$ cat src/rtl/xpt_pkg.sv
package xpt_pkg;
  // Width of an index into a bus of n lines (at least 1 bit).
  function automatic int idx_width(input int n);
    return (n > 1) ? $clog2(n) : 1;
  endfunction
endpackage

$ cat src/rtl/xpt_route_split.sv
module xpt_route_split #(
  parameter int SRC_W = 3,
  parameter int DST_W = 3,
  parameter int SEL_W = SRC_W + DST_W + 1
) (
  input  logic [SEL_W-1:0] route_i,
  output logic [SRC_W-1:0] src_idx_o,
  output logic [DST_W-1:0] dst_idx_o
);
  localparam int USED_W = SRC_W + DST_W;

  assign src_idx_o = route_i[SRC_W-1:0];
  assign dst_idx_o = route_i[SRC_W +: DST_W];

  // The spare top bits drive nothing.
  generate
    if (SEL_W > USED_W) begin : g_spare
      logic unused_spare;
      assign unused_spare = ^route_i[SEL_W-1:USED_W];
    end
  endgenerate
endmodule

$ cat src/rtl/xpt_src_mux.sv
module xpt_src_mux #(
  parameter int N_IN  = 8,
  parameter int SRC_W = 3
) (
  input  logic [N_IN-1:0]  data_i,
  input  logic [SRC_W-1:0] src_idx_i,
  output logic             bit_o
);
  // AND-OR multiplexer: one-hot match per line. An index outside the bus yields 0.
  logic [N_IN-1:0] hit;

  genvar gi;
  generate
    for (gi = 0; gi < N_IN; gi++) begin : g_hit
      assign hit[gi] = data_i[gi] & (src_idx_i == SRC_W'(gi));
    end
  endgenerate

  assign bit_o = |hit;

  // the routed value is the indexed input bit
  always_comb begin
    if (int'(src_idx_i) < N_IN)
      p_src_pick_r1: assert (bit_o == data_i[src_idx_i])
        else $error("routed bit does not match indexed input");
  end
endmodule

$ cat src/rtl/xpt_dst_dec.sv
module xpt_dst_dec #(
  parameter int N_OUT = 8,
  parameter int DST_W = 3
) (
  input  logic             bit_i,
  input  logic [DST_W-1:0] dst_idx_i,
  output logic [N_OUT-1:0] bus_o
);
  // Each line idles high and takes the routed bit only when addressed.
  genvar gj;
  generate
    for (gj = 0; gj < N_OUT; gj++) begin : g_line
      assign bus_o[gj] = (dst_idx_i == DST_W'(gj)) ? bit_i : 1'b1;
    end
  endgenerate

  // the addressed line carries the routed bit
  always_comb begin
    if (int'(dst_idx_i) < N_OUT)
      p_dst_carry_r2: assert (bus_o[dst_idx_i] == bit_i)
        else $error("destination line does not carry routed bit");
  end

  // every other line reads 1
  always_comb begin
    for (int k = 0; k < N_OUT; k++) begin
      if (DST_W'(k) != dst_idx_i)
        p_idle_high_r3: assert (bus_o[k] == 1'b1)
          else $error("idle line %0d not high", k);
    end
  end

  // at most one line low
  always_comb begin
    p_one_low_max_r3: assert ($countones(~bus_o) <= 1)
      else $error("more than one output line low");
  end
endmodule

$ cat src/rtl/bit_xpoint_router.sv
module bit_xpoint_router #(
  parameter int N_IN  = 8,
  parameter int N_OUT = 8,
  parameter int SEL_W = xpt_pkg::idx_width(N_IN) + xpt_pkg::idx_width(N_OUT) + 1
) (
  input  logic [N_IN-1:0]  src_bus_i,
  input  logic [SEL_W-1:0] route_i,
  output logic [N_OUT-1:0] dst_bus_o
);
  localparam int SRC_W = xpt_pkg::idx_width(N_IN);
  localparam int DST_W = xpt_pkg::idx_width(N_OUT);

  logic [SRC_W-1:0] src_idx;
  logic [DST_W-1:0] dst_idx;
  logic             routed_bit;

  xpt_route_split #(.SRC_W(SRC_W), .DST_W(DST_W), .SEL_W(SEL_W)) u_split (
    .route_i   (route_i),
    .src_idx_o (src_idx),
    .dst_idx_o (dst_idx)
  );

  xpt_src_mux #(.N_IN(N_IN), .SRC_W(SRC_W)) u_mux (
    .data_i    (src_bus_i),
    .src_idx_i (src_idx),
    .bit_o     (routed_bit)
  );

  xpt_dst_dec #(.N_OUT(N_OUT), .DST_W(DST_W)) u_dec (
    .bit_i     (routed_bit),
    .dst_idx_i (dst_idx),
    .bus_o     (dst_bus_o)
  );
endmodule

$ cat config.mk
export PLATFORM = sky130hd
export DESIGN_NAME = bit_xpoint_router
export DESIGN_NICKNAME = d
export VERILOG_FILES = /design/src/rtl/xpt_pkg.sv /design/src/rtl/xpt_route_split.sv /design/src/rtl/xpt_src_mux.sv /design/src/rtl/xpt_dst_dec.sv /design/src/rtl/bit_xpoint_router.sv
export SDC_FILE = /design/constraint.sdc
export NUM_CORES = 1
export LEC_CHECK = 0
export BUFFER_PORTS_ARGS = -buffer_cell sky130_fd_sc_hd__buf_4
export CELL_PAD_IN_SITES_DETAIL_PLACEMENT = 0
export CELL_PAD_IN_SITES_GLOBAL_PLACEMENT = 1
export CORE_AREA = 4 4 41 43
export DETAILED_ROUTE_END_ITERATION = 8
export DIE_AREA = 0 0 45 47
export PLACE_DENSITY = 0.66
export SLEW_MARGIN = 20
export SYNTH_ARGS = -nofsm -noshare
export SYNTH_HDL_FRONTEND = slang
export SYNTH_SLANG_ARGS = --single-unit
$ cat constraint.sdc
create_clock -name vclk -period 1.1
set_input_delay 0.11 -clock vclk [all_inputs]
set_output_delay 0.11 -clock vclk [all_outputs]
set_load 0.05 [all_outputs]
# Word level (Yosys, flattened, before mapping)

Cells that the tools add are included.

Bits of input ports: 15
Output and inout port bits: 8
Bits in registers: 0
Word-level logic and storage cells: 33

Reduce and logical (&&, ||, !) cells: 3
Bitwise operators: 8
Eq/ne operators: 14
Multiplexer cells: 8

Operators by type and width:

| cell                                                                  | count |
|---|---|
| 3-bit equality test, second input constant                            | 8 |
| 3-bit by 2-bit equality test with 1-bit output, second input constant | 4 |
| 1-bit bitwise AND                                                     | 8 |
| 1-bit two-way mux                                                     | 8 |
| 8-bit OR reduction                                                    | 1 |
| 3-bit by 1-bit equality test with 1-bit output, second input constant | 2 |
| 3-bit logical NOT                                                     | 2 |

# Longest topological paths before layout

Gate-level depths: netlist (run 1).

Depth in word-level cells: 4
Mapped depth: 4
Gate-level depth less buffers: 3

# By module

A second synthesis (run 1) with hierarchy kept.

Cells, all modules: 17
Area total of the unflattened synthesis: 188.9 um^2

By module, submodules not included:

| module          | instances | seq. area each (um^2) | cells an instance | area each (um^2) |
|---|---|---|---|---|
| xpt_dst_dec     | 1         | 0.0                   | 8                 | 80.1 |
| xpt_src_mux     | 1         | 0.0                   | 3                 | 63.8 |
| xpt_route_split | 1         | 0.0                   | 6                 | 45.0 |

# Worst setup path after synthesis (run 1)

OpenSTA, ideal clock, no wires.

Kind: input-to-output
Start point: input port route_i[2]
End point: output port dst_bus_o[5]
Stages: 4
Path slack: -0.371 ns
Arrival: 1.361 ns
Required time: 0.990 ns
Buffers on the path: 1
Cells stage by stage: clkbuf_2 > mux2i_1 > mux4_2 > nand4b_1

Word-level cells in the longest chain between the ends: 4
Elaborated cells on any way between the ends: 18
Classes of those cells: eq/ne: 7; mux: 1; bitwise: 8; reduce/logical: 2

RTL lines:

| what                                                                   | line                   | source |
|---|---|---|
| from (decl)                                                            | bit_xpoint_router.sv:7 | `input logic [SEL_W-1:0] route_i,` |
| 3-bit by 1-bit equality test with 1-bit output (tied with other cells) | xpt_src_mux.sv:15      | `assign hit[gi] = data_i[gi] & (src_idx_i == SRC_W'(gi));` |
| 1-bit bitwise AND                                                      | xpt_src_mux.sv:15      |  |
| 8-bit OR reduction (*)                                                 | xpt_src_mux.sv:19      | `assign bit_o = \|hit;` |
| 1-bit two-way mux (*)                                                  | xpt_dst_dec.sv:13      | `assign bus_o[gj] = (dst_idx_i == DST_W'(gj)) ? bit_i : 1'b1;` |
| to (decl)                                                              | bit_xpoint_router.sv:8 | `output logic [N_OUT-1:0] dst_bus_o` |

Mark *: on every way between the ends. The rest lies on a longest branch, timed or not.

# Final worst setup path (run 1)

Ends and elaborated chain as after synthesis.

==> results.sh, run 1 <==
export IMPL_nets=55
export IMPL_max_freq_mhz=764
export IMPL_required_ns=0.99
export IMPL_drv_slew=0
export IMPL_rsz0062_at_grt="yes"
export IMPL_dp_cells=53
export IMPL_hold_start="route_i[5]"
export IMPL_grt_max_degree=9
export IMPL_worstPathMaxFanout=8
export IMPL_final_area_um2=355
export IMPL_grt_usage_pct=5.04
export IMPL_synth_common_cells="mux2i_1 (4), nand4b_1 (3), nand2_1 (2), nor3b_1 (2)"
export IMPL_synth_area_leaders="mux2i_1 (29%), nand4b_1 (19%), mux4_2 (16%)"
export IMPL_startpoint="route_i[2]"
export IMPL_syn_num_nets=32
export IMPL_fin_crit_sh_pct=119
export IMPL_place_gp_congestion=0.604
export IMPL_setup_viol=8
export IMPL_syn_to_final_growth_pct=156
export IMPL_clkPwrFrac_pct=0
export IMPL_drt_antenna_violating_nets=0
export IMPL_yosysTopAreaCell="mux2i_1"
export IMPL_ff_latch_area_um2=0
export IMPL_first_iter_violations=2
export IMPL_portBuffers=22
export IMPL_synth_seq_area_share_pct=0
export IMPL_violations="negative setup slack"
export IMPL_outcome="complete, but fails checks"
export IMPL_p_per_area_mw_per_mm2=435
export IMPL_worstPathCellList="buf_8 -> mux2i_1 -> mux4_2 -> nand4b_1 -> buf_6"
export IMPL_drc=0
export IMPL_hp_class="input port to output pin"
export IMPL_antenna_found_initial=0
export IMPL_yosys_warnings=0
export IMPL_grt_ovfl_total=0
export IMPL_cpLargestDelayFamily="multiplexers"
export IMPL_synth_top_cell_area_share_pct=28.8
export IMPL_grt_pass1_vias=197
export IMPL_dieArea_mm2=0.00212
export IMPL_ys_types=10
export IMPL_post_route_min_period_ns=1.31
export IMPL_wl_per_cell_um=10.4
export IMPL_ir_drop_mv=0.141
export IMPL_nClkBuffers=0
export IMPL_syn_cell_area_um2=139
export IMPL_max_slew_worst_pin_slew_ns=0.177
export IMPL_fin_ws_ns=-0.209
export IMPL_critPathLaunchType="input port"
export IMPL_drive_above_1_share_pct=60.5
export IMPL_tns_ns=-1.55
export IMPL_endpoint="dst_bus_o[5]"
export IMPL_power_leakage_uw=0.000159
export IMPL_avgSynthCellArea_um2=8.17
export IMPL_firstDrtPassIters=3
export IMPL_power_switching_uw=78.6
export IMPL_seq_cell_count=0
export IMPL_io_pins=23
export IMPL_critPathBufInv=2
export IMPL_crit_path_top_delay_cell="mux4_2"
export IMPL_internal_power_uw=75.8
export IMPL_cp_num_cells=5
export IMPL_postSynthCellCount=17
export IMPL_cpPeakStageDelay_ns=0.56
export IMPL_worstPathArrival_ns=1.20
export IMPL_maxCapViolations=0
export IMPL_diodes=0
export IMPL_wl_um=551
export IMPL_cts_hold_buffers_added=0
export IMPL_layout_cells_non_filler=53
export IMPL_grt_pass1_wl_um=855
export IMPL_placed_area_um2=318
export IMPL_viasPerCell=4.25
export IMPL_cp_end_kind="output pin"
export IMPL_die_y_um=47
export IMPL_start_util_pct=10.7
export IMPL_hold_viol_final=0
export IMPL_power_frac_seq_pct=0
export IMPL_yosysMostFrequentCell="mux2i_1"
export IMPL_core_area_mm2=0.00130
export IMPL_maxSlewHeadroom_pct=88.2
export IMPL_vias=225
export IMPL_share_comb_of_total_power_pct=100.0
export IMPL_power_uw=154
export IMPL_crit_type="input port to output pin"
export IMPL_dieWidth_um=45
export IMPL_swShare_pct=50.9
export IMPL_num_rows=13
## cells in the final DEF (no fill, tap or decap)
master	n
buf_4	13
buf_6	8
buf_8	1
mux2i_1	4
mux4_2	1
nand2_1	2
nand3_1	1
nand3b_1	1
nand4_1	1
nand4b_1	3
nor2_1	1
nor3b_1	2
## area by class of cell
class / count / area [um^2]
fillers: 146 / 946
multi-input cells: 16 / 134
repair buffers: 22 / 203
well taps: 15 / 18.8
## power groups by stage
stage,sequential [uW],clock (uW),combinational [uW]
2_1_floorplan,0,0,79.9
6_report,0,0,154
4_1_cts,0,0,156
3_5_place_dp,0,0,145
3_3_place_gp,0,0,144
5_1_grt,0,0,165
## repair_timing
item                                    in CTS  in global routing
endpoints found under the setup margin       8                  8
pin swaps                                    4                  3
hold endpoints to repair                     0                  0
setup buffers                                0                  0
gates resized for setup                     10                  0
## cells by family after synthesis
kind of cell / share of synthesized area [%]
buffers and inverters: 3.60
multiplexers: 45.0
AND/OR/NAND/NOR: 51.4
## stage by stage
step                hold WS (ns)  setup WS (ns)  util [%]
global placement           0.600         -0.275      24.4
global route               0.614         -0.257      27.3
CTS                        0.583         -0.224      27.3
finish                     0.585         -0.209      27.3
floorplan                  0.576         -0.342         -
detailed placement         0.596         -0.269      24.4
## metal layers
metal | track usage, % | routed length, um | up-vias
met1 | 7.45 | 229 | 98
met5 | 0 | 0 | -
li1 | - | - | 111
met4 | 0 | 0 | 0
met3 | 0 | 69 | 0
met2 | 8.76 | 251 | 16
## worst min-delay path by stage
stage / depth (start not counted) / endpoint
floorplan: 1 / dst_bus_o[4]
global placement: 3 / dst_bus_o[4]
detailed placement: 3 / dst_bus_o[4]
CTS: 3 / dst_bus_o[4]
global route: 3 / dst_bus_o[7]
finish: 3 / dst_bus_o[4]
No activity file was read; power rests on OpenSTA's default activity.
==> run 2, diff against run 1 <==
==> constraint.sdc (replaced) <==
create_clock -name vclk -period 1.1
set_input_delay 0.33 -clock vclk [all_inputs]
set_output_delay 0.33 -clock vclk [all_outputs]
set_load 0.05 [all_outputs]
==> results.sh, run 2 (synthesis gave the netlist of run 1 again) <==
export IMPL_outcome="complete, but fails checks"
export IMPL_violations="negative setup slack"
export IMPL_nets=55
export IMPL_power_switching_uw=78.4
export IMPL_start_util_pct=10.7
export IMPL_cts_hold_buffers_added=0
export IMPL_share_comb_of_total_power_pct=100.0
export IMPL_internal_power_uw=75.8
export IMPL_grt_pass1_wl_um=772
export IMPL_core_area_mm2=0.00130
export IMPL_grt_ovfl_total=0
export IMPL_hold_viol_final=0
export IMPL_maxCapViolations=0
export IMPL_antenna_found_initial=0
export IMPL_swShare_pct=50.9
export IMPL_grt_pass1_vias=200
export IMPL_min_to="dst_bus_o[4]"
export IMPL_whs_path_depth=3
export IMPL_tns_ns=-5.08
export IMPL_dr_wl_met2_um=243
export IMPL_worstPathArrival_ns=1.42
export IMPL_vias=231
export IMPL_p_per_area_mw_per_mm2=434
export IMPL_portBuffers=22
export IMPL_wl_um=535
export IMPL_power_leakage_uw=0.000158
export IMPL_power_frac_seq_pct=0
export IMPL_fin_ws_ns=-0.652
export IMPL_ff_latch_area_um2=0
export IMPL_place_gp_congestion=0.580
export IMPL_drive_above_1_share_pct=60.5
export IMPL_cpPeakStageDelay_ns=0.56
export IMPL_final_cell_mix="buf_4 (13), buf_6 (8), mux2i_1 (4)"
export IMPL_hp_class="input port to output pin"
export IMPL_dieArea_mm2=0.00212
export IMPL_maxSlewHeadroom_pct=89.0
export IMPL_cp_end_kind="output pin"
export IMPL_drc=0
export IMPL_wl_met3_um=80
export IMPL_worstPathCellList="buf_8 -> mux2i_1 -> mux4_2 -> nand4b_1 -> buf_6"
export IMPL_syn_to_final_growth_pct=156
export IMPL_hold_start="route_i[5]"
export IMPL_ir_drop_mv=0.128
export IMPL_diodes=0
export IMPL_post_route_min_period_ns=1.75
export IMPL_first_iter_violations=1
export IMPL_required_ns=0.77
export IMPL_final_common_cell="buf_4"
export IMPL_crit_path_top_delay_cell="mux4_2"
export IMPL_die_y_um=47
export IMPL_grt_max_degree=9
export IMPL_setup_viol=8
export IMPL_hold_worst_slack_ns=1.03
export IMPL_met1_length_um=210
export IMPL_num_rows=13
export IMPL_crit_type="input port to output pin"
export IMPL_fillers=146
export IMPL_clkPwrFrac_pct=0
export IMPL_rsz0062_at_grt="yes"
export IMPL_firstDrtPassIters=2
export IMPL_worstPathMaxFanout=8
export IMPL_fin_crit_sh_pct=159
export IMPL_routed_top_layer="met3"
export IMPL_max_freq_mhz=571
export IMPL_critPathLaunchType="input port"
export IMPL_dieWidth_um=45
export IMPL_viasPerCell=4.36
export IMPL_drv_slew=0
export IMPL_seq_cell_count=0
export IMPL_wl_per_cell_um=10.1
export IMPL_max_slew_worst_pin_slew_ns=0.165
export IMPL_grt_usage_pct=4.57
export IMPL_drt_antenna_violating_nets=0
export IMPL_cts_setup_buffers=0
export IMPL_nClkBuffers=0
export IMPL_io_pins=23
-- run 2: cell counts in the layout (fill, tap and decap cells not counted) --
Identical to the previous run, type by type.
-- run 2: layer usage --
metal	vias to the layer above	global-route usage (%)
met5	-	0
met4	0	0
met3	0	0
met2	16	8.76
met1	104	6.09
li1	111	-
-- run 2: what timing repair did --
action                     CTS  global route
gates resized for setup     10             0
cloned                       0             0
setup endpoints to repair    8             8
pin swaps                    2             2
-- run 2: layout make-up --
type / instances / area (um^2) / area share [%]
multi-input cells: 16 / 134 / 37.7
well taps: 15 / 18.8 / 5.28
repair buffers: 22 / 203 / 57.0
-- run 2: worst max path at each step --
stage,endpoint,start,cells after the start
2_1_floorplan,dst_bus_o[5],route_i[2],4
3_3_place_gp,dst_bus_o[3],route_i[2],5
3_5_place_dp,dst_bus_o[3],route_i[2],5
4_1_cts,dst_bus_o[3],route_i[2],5
5_1_grt,dst_bus_o[3],route_i[2],5
6_report,dst_bus_o[3],route_i[2],5
-- run 2: through the flow --
step                instance area, um^2  worst slack, ns  util (%)  total power [uW]  instances
CTS                                 355           -0.655      27.3               155         53
floorplan                           148           -0.782         -              79.9         17
detailed placement                  318           -0.714      24.4               144         53
global placement                    318           -0.691      24.4               143         53
finish                              355           -0.652      27.3               154         53
global route                        355           -0.711      27.3               164         53
-- run 2: power by group through the flow --
stage | clock network [uW] | logic [uW] | registers, uW
detailed placement | 0 | 144 | 0
CTS | 0 | 155 | 0
global placement | 0 | 143 | 0
global route | 0 | 164 | 0
finish | 0 | 154 | 0
floorplan | 0 | 79.9 | 0
-- run 2: worst max-delay path, delay by kind of cell --
kind / cells / cell delay [ns]
and+or+nand+nor: 1 / 0.15
muxes: 2 / 0.66
buffers and inverters: 2 / 0.28
